==> src/rtl/sysmm_pkg.sv <==
package sysmm_pkg;

   // Cycles from an accepted row to its result: the skew depth, the grid depth and the deskew depth
   function automatic int unsigned sysmm_latency(input int unsigned n);
      return 2 * n - 1;
   endfunction

   // Width needed to hold a sum of n products of aw-bit operands without overflow
   function automatic int unsigned sysmm_min_acc(input int unsigned aw, input int unsigned n);
      return 2 * aw + $clog2(n) + 1;
   endfunction

endpackage

==> src/rtl/sysmm_skew.sv <==
// Per-lane delay line. REVERSE = 0 delays lane k by k cycles; REVERSE = 1 delays lane k by N-1-k cycles.
module sysmm_skew #(
   parameter int unsigned N       = 4,
   parameter int unsigned W       = 8,
   parameter bit          REVERSE = 1'b0
) (
   input  logic           clk,
   input  logic           rst,
   input  logic [N*W-1:0] d,
   output logic [N*W-1:0] q
);

   for (genvar k = 0; k < N; k++) begin : g_lane
      localparam int unsigned DEPTH = REVERSE ? (N - 1 - k) : k;
      if (DEPTH == 0) begin : g_pass
         assign q[k*W +: W] = d[k*W +: W];
      end else begin : g_dly
         logic [W-1:0] stage [DEPTH];
         always_ff @(posedge clk) begin
            if (rst) begin
               for (int i = 0; i < DEPTH; i++) stage[i] <= '0;
            end else begin
               stage[0] <= d[k*W +: W];
               for (int i = 1; i < DEPTH; i++) stage[i] <= stage[i-1];
            end
         end
         assign q[k*W +: W] = stage[DEPTH-1];
      end
   end

endmodule

==> src/rtl/sysmm_pe.sv <==
// One multiply-accumulate cell: holds a weight, forwards the activation right and the sum down.
module sysmm_pe #(
   parameter int unsigned AW = 8,
   parameter int unsigned SW = 32
) (
   input  logic                 clk,
   input  logic                 rst,
   input  logic                 ld,
   input  logic signed [AW-1:0] a_in,
   input  logic signed [AW-1:0] w_in,
   input  logic signed [SW-1:0] p_in,
   output logic signed [AW-1:0] a_out,
   output logic signed [AW-1:0] w_out,
   output logic signed [SW-1:0] p_out
);

   localparam int unsigned PW = 2 * AW;

   logic signed [AW-1:0] a_q;
   logic signed [AW-1:0] w_q;
   logic signed [SW-1:0] p_q;
   logic signed [PW-1:0] prod;

   assign prod = a_in * w_q;

   always_ff @(posedge clk) begin
      if (rst) begin
         a_q <= '0;
         w_q <= '0;
         p_q <= '0;
      end else begin
         a_q <= a_in;
         p_q <= p_in + SW'(prod);
         if (ld) w_q <= w_in;
      end
   end

   assign a_out = a_q;
   assign w_out = w_q;
   assign p_out = p_q;

   // a held weight only changes on a load cycle
   a_r3_weight_frozen: assert property (@(posedge clk) disable iff (rst)
      !ld |=> $stable(w_q));

   // one cell adds at most one full-range product to the incoming sum
   a_r8_step_bound: assert property (@(posedge clk) disable iff (rst)
      !$past(rst) |-> ((p_q - $past(p_in)) <= SW'(1 << (PW - 2)) &&
                       (p_q - $past(p_in)) >= -SW'(1 << (PW - 2))));

endmodule

==> src/rtl/sysmm_grid.sv <==
// N x N cell array: activations move right, partial sums and loaded weights move down.
module sysmm_grid #(
   parameter int unsigned N  = 4,
   parameter int unsigned AW = 8,
   parameter int unsigned SW = 32
) (
   input  logic            clk,
   input  logic            rst,
   input  logic            ld,
   input  logic [N*AW-1:0] w_top,
   input  logic [N*AW-1:0] a_left,
   output logic [N*SW-1:0] p_bottom
);

   logic signed [AW-1:0] a_h [N][N+1];
   logic signed [AW-1:0] w_v [N+1][N];
   logic signed [SW-1:0] p_v [N+1][N];

   for (genvar k = 0; k < N; k++) begin : g_edge_l
      assign a_h[k][0] = a_left[k*AW +: AW];
   end

   for (genvar j = 0; j < N; j++) begin : g_edge_t
      assign w_v[0][j]           = w_top[j*AW +: AW];
      assign p_v[0][j]           = '0;
      assign p_bottom[j*SW +: SW] = p_v[N][j];
   end

   for (genvar k = 0; k < N; k++) begin : g_row
      for (genvar j = 0; j < N; j++) begin : g_col
         sysmm_pe #(.AW(AW), .SW(SW)) u_pe (
            .clk   (clk),
            .rst   (rst),
            .ld    (ld),
            .a_in  (a_h[k][j]),
            .w_in  (w_v[k][j]),
            .p_in  (p_v[k][j]),
            .a_out (a_h[k][j+1]),
            .w_out (w_v[k+1][j]),
            .p_out (p_v[k+1][j])
         );
      end
   end

   // Activations leaving the right edge and weights below the bottom row go nowhere
   logic [N*(2*AW)-1:0] unused_edges;
   for (genvar k = 0; k < N; k++) begin : g_unused
      assign unused_edges[k*2*AW +: 2*AW] = {a_h[k][N], w_v[N][k]};
   end
   logic unused_sink;
   assign unused_sink = ^unused_edges;

endmodule

==> src/rtl/sysmm_top.sv <==
module sysmm_top
   import sysmm_pkg::*;
#(
   parameter int unsigned N  = 4,
   parameter int unsigned AW = 8,
   parameter int unsigned SW = 32
) (
   input  logic            clk,
   input  logic            rst,
   input  logic            w_load,
   input  logic [N*AW-1:0] w_row,
   input  logic            a_valid,
   input  logic [N*AW-1:0] a_row,
   output logic            c_valid,
   output logic [N*SW-1:0] c_row
);

   localparam int unsigned LAT = sysmm_latency(N);
   localparam int unsigned OW  = $clog2(LAT + 1) + 1;

   if (N < 2) begin : g_chk_n
      $error("sysmm_top: N must be at least 2");
   end
   if (AW < 2) begin : g_chk_aw
      $error("sysmm_top: AW must be at least 2");
   end
   if (SW < sysmm_min_acc(AW, N)) begin : g_chk_sw
      $error("sysmm_top: SW too narrow for N full-range products");
   end

   logic            accept;
   logic [N*AW-1:0] a_gated;
   logic [N*AW-1:0] a_skewed;
   logic [N*SW-1:0] p_ragged;
   logic [LAT-1:0]  vpipe;

   assign accept  = a_valid & ~w_load;
   assign a_gated = accept ? a_row : '0;

   sysmm_skew #(.N(N), .W(AW), .REVERSE(1'b0)) u_skew_in (
      .clk (clk),
      .rst (rst),
      .d   (a_gated),
      .q   (a_skewed)
   );

   sysmm_grid #(.N(N), .AW(AW), .SW(SW)) u_grid (
      .clk      (clk),
      .rst      (rst),
      .ld       (w_load),
      .w_top    (w_row),
      .a_left   (a_skewed),
      .p_bottom (p_ragged)
   );

   sysmm_skew #(.N(N), .W(SW), .REVERSE(1'b1)) u_skew_out (
      .clk (clk),
      .rst (rst),
      .d   (p_ragged),
      .q   (c_row)
   );

   always_ff @(posedge clk) begin
      if (rst) vpipe <= '0;
      else     vpipe <= {vpipe[LAT-2:0], accept};
   end

   assign c_valid = vpipe[LAT-1];

   // Rows accepted but not yet delivered
   logic [OW-1:0] outstanding;
   always_ff @(posedge clk) begin
      if (rst) outstanding <= '0;
      else     outstanding <= outstanding + OW'(accept) - OW'(c_valid);
   end

   // never more rows in flight than the pipeline depth
   a_r4_outstanding_bound: assert property (@(posedge clk) disable iff (rst)
      outstanding <= OW'(LAT));

   // a result is only presented for a previously accepted row
   a_r6_no_orphan_valid: assert property (@(posedge clk) disable iff (rst)
      c_valid |-> (outstanding != '0));

   // a load cycle never adds a row to the pipeline
   a_r7_load_blocks: assert property (@(posedge clk) disable iff (rst)
      w_load |=> (outstanding <= $past(outstanding)));

endmodule

==> config.mk <==
export PLATFORM = sky130hd
export DESIGN_NAME = sysmm_top
export DESIGN_NICKNAME = d
export VERILOG_FILES = /design/src/rtl/sysmm_pkg.sv /design/src/rtl/sysmm_skew.sv /design/src/rtl/sysmm_pe.sv /design/src/rtl/sysmm_grid.sv /design/src/rtl/sysmm_top.sv
export SDC_FILE = /design/constraint.sdc
export NUM_CORES = 2
export LEC_CHECK = 0
export ABC_CLOCK_PERIOD_IN_PS = 14600
export CORE_MARGIN = 3
export CORE_UTILIZATION = 58
export CTS_BUF_LIST = sky130_fd_sc_hd__clkbuf_8
export DETAILED_ROUTE_END_ITERATION = 16
export DONT_BUFFER_PORTS = 1
export MAX_ROUTING_LAYER = met4
export PLACE_DENSITY = 0.74
export RECOVER_POWER = 25
export SLEW_MARGIN = 10
export SYNTH_ARGS = -nofsm -noshare
export SYNTH_HDL_FRONTEND = slang
export SYNTH_HIERARCHICAL = 1
export SYNTH_SLANG_ARGS = --single-unit
==> constraint.sdc <==
create_clock -name clk -period 14.6 [get_ports clk]
set_input_delay 1.46 -clock clk [delete_from_list [all_inputs] [get_ports clk]]
set_output_delay 1.46 -clock clk [all_outputs]
set_load 0.01 [all_outputs]
Word level (Yosys, flattened, before mapping) --
Memories as Yosys holds them, arrays and structs flattened. Cells that the tools add are included.
Storage, ports and cells: bits in registers 679, memory bits (writable) 240, input bits 68, output and inout port bits 129, logic and storage cells 111, memories 6
Memories:
- u_skew_out.g_lane[0].g_dly.stage | depth 3, bits a word 32, rd ports 3, clocked after memory_dff 0, write ports 3, RTL line sysmm_skew.sv:18 | logic [W-1:0] stage [DEPTH];
- u_skew_out.g_lane[1].g_dly.stage | depth 2, bits a word 32, rd ports 2, clocked after memory_dff 0, write ports 2, RTL line sysmm_skew.sv:18
- u_skew_out.g_lane[2].g_dly.stage | depth 1, bits a word 32, rd ports 1, clocked after memory_dff 0, write ports 1, RTL line sysmm_skew.sv:18
- u_skew_in.g_lane[3].g_dly.stage | depth 3, bits a word 8, rd ports 3, clocked after memory_dff 0, write ports 3, RTL line sysmm_skew.sv:18
- u_skew_in.g_lane[2].g_dly.stage | depth 2, bits a word 8, rd ports 2, clocked after memory_dff 0, write ports 2, RTL line sysmm_skew.sv:18
- u_skew_in.g_lane[1].g_dly.stage | depth 1, bits a word 8, rd ports 1, clocked after memory_dff 0, write ports 1, RTL line sysmm_skew.sv:18
Operators by class: $add $sub $neg 12, $mul 16, mux-type cells 18, bitwise gates (word level) 12, reduce and logical (&&, ||, !) cells 2
Operators by type and width (count):
- $add A32 B16 Y32 | 8
- $mul A8 B8 Y16 | 16
- $mux W32 | 7
- $add A16 B16 Y17 | 4
- $mux W8 | 6
- $reduce_or A32 Y1 | 1
- $or A1 B1 Y1 | 10
- $reduce_or A8 Y1 | 1
- $mux W1 | 5
- $and A1 B1 Y1 | 1
- $not A1 Y1 | 1

Longest topological paths before layout --
depth after elaboration 4, depth in mapped cells 21, mapped depth without buffers 19

Modules after synthesis --
Netlist, hierarchy kept.
Modules (own cells, without submodules):
- sysmm_pe (u_grid.g_row[1].g_col[0].u_pe ...) | instances 9, cells an instance 654, area each 6841.6 µm², sequential area each 960.9 µm²
- sysmm_pe (u_grid.g_row[3].g_col[2].u_pe ...) | instances 2, cells an instance 677, area each 6962.9 µm², sequential area each 960.9 µm²
- sysmm_pe (u_grid.g_row[0].g_col[1].u_pe ...) | instances 2, cells an instance 666, area each 6892.9 µm², sequential area each 960.9 µm²
- sysmm_pe (u_grid.g_row[3].g_col[1].u_pe) | instances 1, cells an instance 682, area each 7016.7 µm², sequential area each 960.9 µm²
- sysmm_pe (u_grid.g_row[0].g_col[0].u_pe) | instances 1, cells an instance 666, area each 6901.6 µm², sequential area each 960.9 µm²
- sysmm_pe (u_grid.g_row[0].g_col[3].u_pe) | instances 1, cells an instance 659, area each 6806.5 µm², sequential area each 960.9 µm²
- sysmm_skew (u_skew_out) | instances 1, cells an instance 501, area each 5869.4 µm², sequential area each 3843.7 µm²
- sysmm_skew (u_skew_in) | instances 1, cells an instance 125, area each 1485.2 µm², sequential area each 960.9 µm²
- sysmm_top | instances 1, cells an instance 52, area each 511.7 µm², sequential area each 140.1 µm²
- sysmm_grid | instances 1, cells an instance 1, area each 3.8 µm², sequential area each 0.0 µm²

Least setup slack after synthesis --
Ideal clock, no wire load.
path type in2reg, from in w_load, to reg, netlist name u_grid/g_row[0].g_col[0].u_pe/p_out[27], setup time 0.121 ns, data arrival time 7.236 ns, required time 14.479 ns, path slack 7.244 ns, stages 18, buffers on the path 2, cells stage by stage buf_2 -> and3b_1 -> buf_4 -> and2_1 -> inv_1 -> fa_1 -> inv_1 -> fa_1 -> fa_1 -> fa_1 -> fa_1 -> ha_1 -> a21o_1 -> a21oi_2 -> a211oi_2 -> or4b_1 -> a21boi_1 -> mux2_2
On the way: word-level cells in the longest chain between the ends 4
RTL lines:
- start, declared | RTL line sysmm_top.sv:10 | input logic w_load,
- $not A1 Y1 | RTL line sysmm_top.sv:37 | assign accept = a_valid & ~w_load;
- $and A1 B1 Y1 | RTL line sysmm_top.sv:37
- $mux W32 | RTL line sysmm_top.sv:38 | assign a_gated = accept ? a_row : '0;
- net a_gated[7] | RTL line sysmm_top.sv:32 | logic [N*AW-1:0] a_gated;
- $mul A8 B8 Y16 | RTL line sysmm_pe.sv:24 | assign prod = a_in * w_q;
The timed path passes the listed nets, and every way through them passes these cells. A chain may end at the register's enable or synchronous reset.

==> run_results.csv <==
group,metric,value,unit
setup_path,critPathMaxFanout,194,
floorplan,num_rows,164,
placed_design,place.gp.congestion,0.909,
timing,worst_pin_slew,8.91,ns
floorplan,initial_core_util,58.4,%
setup_path,max_stage_delay,6.06,ns
setup_path,cp-end-kind,"flop",
global_routing,antenna_found_initial,8,
finish,multi_input_area,89800,sq um
cts,ctsRootBufferMaster,"clkbuf_8",
detailed_routing,via_count,75119,
finish,layout-drive-gt1-share,5.62,%
finish,instances_no_fill,13948,
finish,syn2layout_area_growth,5.02,%
run_status,violations,"capacitance limit, slew limit",
timing,relSlewSlack,-494,%
detailed_routing,drt_iter0_drc,3614,
cts,cts_setup_buffers,0,
finish,fillers,16336,
placed_design,post-dp-hpwl,193000,um
detailed_routing,ant_nets,0,
synth,netlist_instances,11194,
floorplan,core,200000,sq um
setup_path,arrival,10.61,ns
timing,fin_crit_sh,67.4,%
cts,cts_max_path_buffers,3,
setup_path,crit_type,"in2reg",
setup_path,crit_family,"buffers and inverters",
floorplan,die_area,207000,sq um
setup_path,critPathBufInv,2,
finish,final_common_cell,"fa_1",
global_routing,grt_first_pass_wirelength,403000,um
timing,max_freq,0.102,GHz
setup_path,critical_path.slowest_cell,"clkbuf_1",
worst_hold_path,min_path_type,"reg2reg",
timing,rsz0062_at_grt,"false",
placed_design,pre_cts_ws,6.61,ns
timing,tns,0,ns
finish,seqCellArea,19700,sq um
synth,syn_area,117000,sq um
global_routing,grt_pass1_vias,80533,
power,total_leakage_power,64.1,nW
power,ir_drop,0.0834,mV
detailed_routing,drcViolationCount,0,
cts,cts_hold_buf,0,
global_routing,grt_max_degree,1097,
placed_design,portBuffers,0,
cts,cts_buffers,171,
power,power_density,68.7,nW/um^2
finish,nets,14515,
setup_path,path_cells,"clkbuf_1, inv_1, a311oi_1, nand3_1",
cts,cts_resized,0,
cts,htree_levels,4,
timing,hold_viol,0,
synth,avgSynthCellArea,10.5,sq um
timing,slew_viol_final,221,
cts,cts.clk_slew.worst_paths,0.06,ns
detailed_routing,drt_first_pass_iters,7,
global_routing,grt_overflow,0,
floorplan,die_h,455,um
cts,cts.sinks,983,
cts,insertion_delay,0.94,ns
timing,fin_ws,4.76,ns
cts,cts_tree,"yes",
job,cap_violations,1,
run_status,status,"finished, violations left",
timing,setup_viol,0,
detailed_routing,wl_per_cell,17.0,um
setup_path,cp.required,15.37,ns
timing,finalClockSkew,0.0515,ns
timing,period_minus_slack,9.84,ns
finish,final_cell_mix,"fa_1, inv_1, ha_1",
floorplan,die_width,455,um
synth,yosysWarningCount,6,
setup_path,crit_path_start_kind,"primary input",
placed_design,placed_cells,13629,
detailed_routing,totalWireLength,237000,um
floorplan,boundaryPins,197,
global_routing,grtUsageTotal,24.2,%
detailed_routing,viasPerCell,5.39,
==> power breakdown <==
| part | internal [mW] | total, mW | switching [mW] | leakage [nW] |
|---|---|---|---|---|
| Sequential | 2.91 | 3.10 | 0.190 | 8.02 |
| Combinational | 1.10 | 2.60 | 1.50 | 54.0 |
| Clock | 1.51 | 2.76 | 1.25 | 2.07 |
| Total | 5.51 | 8.45 | 2.94 | 64.1 |
==> state kept, by name (all words and copies together) (netlist names) <==
name	flops
u_grid/g_row.g_col.u_pe/w_out	128
u_grid/g_row.g_col.u_pe/a_out	96
vpipe	7
u_skew_in/g_lane.g_dly.stage	48
u_skew_out/g_lane.g_dly.stage	192
u_grid/g_row.g_col.u_pe/p_out	512
==> worst reg2reg max path: stages, from the launching register on <==
cell and delay, ns:
dfxtp_1 0.71, nand2_1 0.21, inv_1 0.13, fa_1 0.47, inv_1 0.23, fa_1 0.61, inv_1 0.65, fa_1 0.56
fa_1 0.49, ha_1 0.31, ha_1 0.42, a21oi_2 0.27, o211ai_1 0.12, nor2_1 0.34, or4b_1 0.54, a21boi_1 0.20
mux2_2 0.35
==> final cells by class <==
cell class              instances  share of cell area (%)
multi-input cells            8369                    73.0
flip-flops and latches        983                    16.0
inverters                    1587                    4.85
well taps                    2656                    2.70
clock buffers                 205                    2.30
clock inverters               103                   0.804
repair buffers                 39                   0.300
diodes                          6                  0.0122
==> metrics by stage <==
step | total power [mW] | hold slack (ns) | area [sq um] | utilization (%)
2_1_floorplan | 5.13 | 0.414 | 118000 | -
3_3_place_gp | 5.60 | 0.417 | 119000 | 59.4
3_5_place_dp | 5.68 | 0.420 | 119000 | 59.4
4_1_cts | 8.51 | 0.415 | 123000 | 61.3
5_1_grt | 9.07 | 0.434 | 123000 | 61.4
6_report | 8.45 | 0.404 | 123000 | 61.4
==> final timing paths <==
kind | startpoint | end | slack, ns | cells after the start
setup / recovery | rst | u_grid/g_row[0].g_col[0].u_pe/p_out[13]$_SDFF_PP0_ | 4.76 | 4
hold / removal | u_grid/g_row[3].g_col[1].u_pe/p_out[19]$_SDFF_PP0_ | u_skew_out/g_lane[1].g_dly.stage[0][19]$_SDFF_PP0_ | 0.40 | 1
setup reg to reg | u_grid/g_row[0].g_col[0].u_pe/w_out[3]$_SDFFE_PP0P_ | u_grid/g_row[0].g_col[0].u_pe/p_out[27]$_SDFF_PP0_ | 7.87 | 16
hold reg to reg | u_grid/g_row[3].g_col[1].u_pe/p_out[19]$_SDFF_PP0_ | u_skew_out/g_lane[1].g_dly.stage[0][19]$_SDFF_PP0_ | 0.40 | 1
==> layer usage <==
layer,routed length (um),GRT usage (%)
met1,114000,34.3
met2,108000,37.3
met3,9480,3.17
met4,5120,5.77
met5,0,-
No activity file was read; power rests on OpenSTA's default activity.
